--- config.mk ---
export PLATFORM = sky130hd
export DESIGN_NAME = univ_shift_reg
export DESIGN_NICKNAME = d
export VERILOG_FILES = /design/src/rtl/usr_pkg.sv /design/src/rtl/usr_mode_dec.sv /design/src/rtl/usr_core.sv /design/src/rtl/usr_bus_ctl.sv /design/src/rtl/univ_shift_reg.sv
export SDC_FILE = /design/constraint.sdc
export NUM_CORES = 1
export LEC_CHECK = 0
export ABC_AREA = 1
export BUFFER_PORTS_ARGS = -buffer_cell sky130_fd_sc_hd__buf_4
export CORE_AREA = 3 3 40 42
export CTS_BUF_LIST = sky130_fd_sc_hd__clkbuf_8
export DETAILED_ROUTE_END_ITERATION = 8
export DIE_AREA = 0 0 43 45
export PLACE_DENSITY = 0.71
export SYNTH_ARGS = -nofsm -noshare
export SYNTH_HDL_FRONTEND = slang
export SYNTH_SLANG_ARGS = --single-unit
--- constraint.sdc ---
create_clock -name clk_i -period 1 [get_ports clk_i]
set_clock_uncertainty 0.15 [all_clocks]
set_input_delay 0.2 -clock clk_i [delete_from_list [all_inputs] [get_ports clk_i]]
set_output_delay 0.2 -clock clk_i [all_outputs]
set_load 0.01 [all_outputs]
--- src/rtl/usr_pkg.sv ---
package usr_pkg;
  typedef enum logic [1:0] {
    MODE_HOLD = 2'b00,
    MODE_SHR  = 2'b01,
    MODE_SHL  = 2'b10,
    MODE_LOAD = 2'b11
  } mode_e;

  typedef struct packed {
    logic load;
    logic shr;
    logic shl;
    logic hold;
  } op_t;
endpackage

--- src/rtl/usr_mode_dec.sv ---
module usr_mode_dec
  import usr_pkg::*;
(
  input  logic [1:0] mode_i,
  output op_t        op_o
);
  mode_e mode;

  always_comb begin
    mode = mode_e'(mode_i);
    op_o = '0;
    unique case (mode)
      MODE_LOAD: op_o.load = 1'b1;
      MODE_SHR:  op_o.shr  = 1'b1;
      MODE_SHL:  op_o.shl  = 1'b1;
      default:   op_o.hold = 1'b1;
    endcase
  end
endmodule

--- src/rtl/usr_core.sv ---
module usr_core
  import usr_pkg::*;
#(
  parameter int unsigned WIDTH = 8
) (
  input  logic             clk_i,
  input  logic             rst_ni,
  input  op_t              op_i,
  input  logic             ser_r_i,
  input  logic             ser_l_i,
  input  logic [WIDTH-1:0] din_i,
  output logic [WIDTH-1:0] q_o
);
  logic [WIDTH-1:0] q_d;

  for (genvar i = 0; i < WIDTH; i++) begin : g_bit
    logic from_lo, from_hi;
    if (i == 0) begin : g_lo_end
      assign from_lo = ser_r_i;
    end else begin : g_lo_mid
      assign from_lo = q_o[i-1];
    end
    if (i == WIDTH-1) begin : g_hi_end
      assign from_hi = ser_l_i;
    end else begin : g_hi_mid
      assign from_hi = q_o[i+1];
    end

    always_comb begin
      if (op_i.load)     q_d[i] = din_i[i];
      else if (op_i.shr) q_d[i] = from_lo;
      else if (op_i.shl) q_d[i] = from_hi;
      else               q_d[i] = q_o[i];
    end
  end

  always_ff @(posedge clk_i or negedge rst_ni) begin
    if (!rst_ni) q_o <= '0;
    else         q_o <= q_d;
  end

  a_r1_reset_clear: assert property (@(posedge clk_i) !rst_ni |-> q_o == '0);
  a_r2_load: assert property (@(posedge clk_i) disable iff (!rst_ni)
    op_i.load |=> q_o == $past(din_i));
  a_r3_shift_right: assert property (@(posedge clk_i) disable iff (!rst_ni)
    op_i.shr |=> q_o == {$past(q_o[WIDTH-2:0]), $past(ser_r_i)});
  a_r4_shift_left: assert property (@(posedge clk_i) disable iff (!rst_ni)
    op_i.shl |=> q_o == {$past(ser_l_i), $past(q_o[WIDTH-1:1])});
  a_r5_hold: assert property (@(posedge clk_i) disable iff (!rst_ni)
    op_i.hold |=> $stable(q_o));
endmodule

--- src/rtl/usr_bus_ctl.sv ---
module usr_bus_ctl #(
  parameter int unsigned WIDTH = 8
) (
  input  logic             load_i,
  input  logic             oe_a_ni,
  input  logic             oe_b_ni,
  input  logic [WIDTH-1:0] q_i,
  output logic [WIDTH-1:0] bus_o,
  output logic             bus_oe_o,
  output logic             q_lsb_o,
  output logic             q_msb_o
);
  // load mode releases the bus so an external source can drive it
  assign bus_oe_o = ~(oe_a_ni | oe_b_ni | load_i);
  assign bus_o    = q_i;
  assign q_lsb_o  = q_i[0];
  assign q_msb_o  = q_i[WIDTH-1];
endmodule

--- src/rtl/univ_shift_reg.sv ---
module univ_shift_reg
  import usr_pkg::*;
#(
  parameter int unsigned WIDTH = 8
) (
  input  logic             clk_i,
  input  logic             rst_ni,
  input  logic [1:0]       mode_i,
  input  logic             ser_r_i,
  input  logic             ser_l_i,
  input  logic             oe_a_ni,
  input  logic             oe_b_ni,
  input  logic [WIDTH-1:0] bus_i,
  output logic [WIDTH-1:0] bus_o,
  output logic             bus_oe_o,
  output logic             q_lsb_o,
  output logic             q_msb_o
);
  op_t              op;
  logic [WIDTH-1:0] q;

  usr_mode_dec i_dec (
    .mode_i (mode_i),
    .op_o   (op)
  );

  usr_core #(.WIDTH(WIDTH)) i_core (
    .clk_i   (clk_i),
    .rst_ni  (rst_ni),
    .op_i    (op),
    .ser_r_i (ser_r_i),
    .ser_l_i (ser_l_i),
    .din_i   (bus_i),
    .q_o     (q)
  );

  usr_bus_ctl #(.WIDTH(WIDTH)) i_bus (
    .load_i   (op.load),
    .oe_a_ni  (oe_a_ni),
    .oe_b_ni  (oe_b_ni),
    .q_i      (q),
    .bus_o    (bus_o),
    .bus_oe_o (bus_oe_o),
    .q_lsb_o  (q_lsb_o),
    .q_msb_o  (q_msb_o)
  );

  // R6 also holds during reset, hence no disable
  a_r6_no_drive: assert property (@(posedge clk_i)
    (mode_i == 2'b11 || oe_a_ni || oe_b_ni) |-> !bus_oe_o);
  a_r6_drive_on: assert property (@(posedge clk_i)
    (mode_i != 2'b11 && !oe_a_ni && !oe_b_ni) |-> bus_oe_o);
  a_r5_op_onehot: assert property (@(posedge clk_i) disable iff (!rst_ni)
    $countones(op) == 1);
  a_r8_end_bits: assert property (@(posedge clk_i) disable iff (!rst_ni)
    q_lsb_o == bus_o[0] && q_msb_o == bus_o[WIDTH-1]);
endmodule

[Word level (Yosys, flattened, before mapping)]
Index checks and enable logic that the tools add are counted.
Storage, ports and cells
  register bits after elaboration: 8
  bits of input ports: 16
  output and inout port bits: 11
Operators by class
  eq/ne operators: 3
  muxes and demuxes: 27
  bitwise gates (word level): 3
  reductions and logical operators: 1
Operators with widths (number)
  $mux 1: 27
  $eq 2x2->1 const B: 2
  $reduce_bool 3->1: 1
  $eq 2x1->1 const B: 1
  $or 1x1->1: 2
  $not 1->1: 1

[Depth between registers and ports, before layout]
  word-level depth: 5
  mapped depth: 6
  depth with buffers taken out: 5

[Modules after synthesis]
Synthesis repeated with hierarchy kept, for this count alone.
Unflattened totals
  cells, all modules: 92
  area, all modules: 628.1 µm²
Modules (own cells, without submodules)
  usr_core: times used 1, cells each 71, area each 509.2 µm², sequential area each 200.2 µm²
  usr_bus_ctl: times used 1, cells each 14, area each 92.6 µm², sequential area each 0.0 µm²
  usr_mode_dec: times used 1, cells each 7, area each 26.3 µm², sequential area each 0.0 µm²

[Worst setup path before layout]
OpenSTA, ideal clock, no wires.
  kind: input-to-output
  start: input port mode_i[1]
  end: output port bus_oe_o
  data arrival time: 0.610 ns
  data required time: 0.650 ns
  path slack: 0.040 ns
  stages: 4
  cell sequence: buf_6 -> inv_2 -> o21ai_0 -> inv_1
Between the ends
  longest elaborated chain between the ends: 4
Ends and longest elaborated chain
  start: declaration: RTL line univ_shift_reg.sv:8  | input logic [1:0] mode_i,
  $eq 2x2->1
  $mux 1: RTL line usr_mode_dec.sv:12  | unique case (mode)
  $or 1x1->1: RTL line usr_bus_ctl.sv:14  | assign bus_oe_o = ~(oe_a_ni | oe_b_ni | load_i);
  $not 1->1: RTL line usr_bus_ctl.sv:14
  end: declaration: RTL line univ_shift_reg.sv:15  | output logic bus_oe_o,
No other way between the ends.

[Worst setup path in the final report]
  start: register i_core.q_o[7]
  end: output port q_msb_o
RTL lines
  start: declaration: RTL line usr_core.sv:12  | output logic [WIDTH-1:0] q_o
  start signal: assignment: RTL line usr_core.sv:39  | else q_o <= q_d;
  end: declaration: RTL line univ_shift_reg.sv:17  | output logic q_msb_o
No word-level cell between the ends.

==> results.sh <==
export IMPL_outcome="complete, but fails checks"
export IMPL_violations="negative setup slack"
export IMPL_synthArstFlopShare_pct=100.0
export IMPL_cp_cell_sequence="buf_4"
export IMPL_grt_usage_pct=17.95
export IMPL_clock_latency_ns=0.23
export IMPL_die_h_um=45
export IMPL_worst_path_max_delay_cell="dfrtp_1"
export IMPL_post_route_worst_setup_slack_ns=-0.1521
export IMPL_place_inst=122
export IMPL_synth_cell_types=10
export IMPL_period_share_pct=115.2
export IMPL_netlist_area_leader_share_pct=38.19
export IMPL_crit_buf_inv=1
export IMPL_slew_violations=0
export IMPL_start_util_pct=40.80
export IMPL_drt_pass1_iter_count=4
export IMPL_synth_ff_type="dfrtp_1"
export IMPL_rsz0062_at_grt="yes"
export IMPL_setup_violations=16
export IMPL_worstPathRequired_ns=0.65
export IMPL_nets=137
export IMPL_grt_pass1_wl_mm=2.580
export IMPL_fin_cells=134
export IMPL_fin_util_pct=82.86
export IMPL_drt_initial_drc_count=6
export IMPL_stdcell_area_mm2=0.001065
export IMPL_routabilityCongestion=0.8134
export IMPL_vdd_drop_max_mv=1.281
export IMPL_fillers=74
export IMPL_final_seq_area_um2=200.2
export IMPL_tightest_slew_ns=0.1532
export IMPL_pre_cts_slack_ns=-0.05606
export IMPL_setup_tns_ns=-1.392
export IMPL_leakagePower_nw=0.5835
export IMPL_die_x_um=43
export IMPL_antennaDiodeCount=0
export IMPL_routed_wl_mm=1.905
export IMPL_multi_input_area_um2=371.6
export IMPL_p_per_area_mw_per_mm2=1317
export IMPL_crit_fanout=4
export IMPL_cp_start_kind="flop"
export IMPL_core_area_mm2=0.001285
export IMPL_synth_cells=76
export IMPL_drtAntennaViolNets=0
export IMPL_synth_seq_cells=8
export IMPL_cts_root_buf="clkbuf_8"
export IMPL_area_delta_synth_final_pct=103.1
export IMPL_largest_reg_flops=8
export IMPL_rows=13
export IMPL_clkTransAtPathRegs_ns=0.04
export IMPL_finalCriticalPeriod_ns=1.152
export IMPL_maxSlewHeadroom_pct=89.77
export IMPL_grt_max_degree=10
export IMPL_finalHoldViolations=0
export IMPL_end_kind="primary output"
export IMPL_min_path_type="primary input to flop"
export IMPL_avgSynthCellArea_um2=6.898
export IMPL_grt_pass1_vias=612
export IMPL_cts_buffer_depth=2
export IMPL_synth_largest_area_cell="dfrtp_1"
export IMPL_clock_fmax_mhz=868.0
export IMPL_cts_htree_levels=1
export IMPL_io_pins=27
export IMPL_overflow=0
export IMPL_critPathTopFamily="flip-flops"
export IMPL_yosysWarnings=0
export IMPL_max_flop_register="i_core.q_o"
export IMPL_drc=0
export IMPL_post_synth_top_count_cell="nand2_1"
export IMPL_drive_gt1_share_pct=62.18
export IMPL_crit_type="flop to primary output"
export IMPL_cts_buffers_inserted=3
export IMPL_netlist_area_um2=524.3
export IMPL_io_buffers=26
export IMPL_cts_tree="built"
export IMPL_vias=708
export IMPL_synth_top_cells_by_count="nand2_1, nand3_1, dfrtp_1"
export IMPL_antenna_found_initial=0
export IMPL_slowest_delay_ns=0.41
export IMPL_ys_top_cells_by_area="dfrtp_1, nand3_1, nand2_1"
export IMPL_crit_arrival_ns=0.80
export IMPL_dp_hpwl_mm=1.062
export IMPL_post_drt_via_cell_ratio=5.284
export IMPL_die_area_mm2=0.001935
export IMPL_reg_top3="i_core.q_o: 8 flops"
export IMPL_synth_edf_count=0
export IMPL_drv_cap=0
export IMPL_wire_per_inst_um=14.22
export IMPL_synth_seq_area_share_pct=38.19
export IMPL_cts_sinks=8
export IMPL_synthesis_nets=92
export IMPL_place_area_um2=764.5
[stage by stage]
stage                     total power, W  hold WS [ns]
after floorplan                0.0005933       -0.2456
after global routing            0.001473        0.1683
final                           0.001402        0.1395
after detailed placement       0.0007719       -0.1221
after global placement         0.0007681       -0.1230
after CTS                       0.001278        0.1360
[where the power goes]
part / leakage (nW) / internal, W / total [W] / switching, W
clock network: 0.0216 / 0.000262 / 0.000398 / 0.000137
logic: 0.461 / 0.000329 / 0.000583 / 0.000254
registers: 0.101 / 0.000373 / 0.000421 / 0.0000475
[cells by family after synthesis]
logic type             share of synthesized area, %
AND/OR/NAND/NOR                               48.69
buffers and inverters                         12.17
flip-flops                                    38.19
AO/OA/AOI/OAI                                0.9537
[worst paths after layout]
path | start | end | slack, ns | depth (start not counted)
worst min register to register | i_core.q_o[7] | i_core.q_o[7] | 0.40 | 2
worst max-delay path | i_core.q_o[7] | q_msb_o | -0.15 | 1
worst min-delay path | ser_l_i | i_core.q_o[7] | 0.14 | 5
worst max register to register | i_core.q_o[5] | i_core.q_o[6] | -0.06 | 5
min in group asynchronous | rst_ni | i_core.q_o[4] | 0.18 | 2
max in group asynchronous | rst_ni | i_core.q_o[2] | 0.38 | 2
[per-layer routing]
layer / GRT usage (%) / wire [µm] / vias up
met4: 8.434 / 53 / 0
met1: 23.40 / 806 / 335
met3: 5.976 / 155 / 8
met5: 0 / 0 / -
met2: 26.95 / 890 / 29
li1: - / - / 336
[layout make-up]
type | instances | share of cell area, %
multi-input combinational | 59 | 34.90
clock buffer | 3 | 3.878
timing repair buffer | 45 | 39.01
sequential | 8 | 18.80
tap | 15 | 1.763
inverter | 4 | 1.645
[cells in the final DEF (no fill, tap or decap)]
cell type      count
dfrtp_1            8
buf_4             25
buf_6             18
o21ai_2            1
inv_1              1
clkbuf_8           3
nand3_2           15
inv_4              1
nand2_1           26
nor2_4             2
buf_8              1
nand2_4            2
inv_2              2
dlygate4sd3_1      1
nand3_1            9
nand2_2            4
[repair_timing]
item / in CTS / in global routing
gates resized for setup: 13 / 35
setup buffers: 7 / 1
setup endpoints to repair: 11 / 19
gates cloned: 0 / 0
hold buffers: 1 / 0
hold endpoints to repair: 8 / 0
pin swaps: 1 / 22
Power figures use the tool's default switching activity.
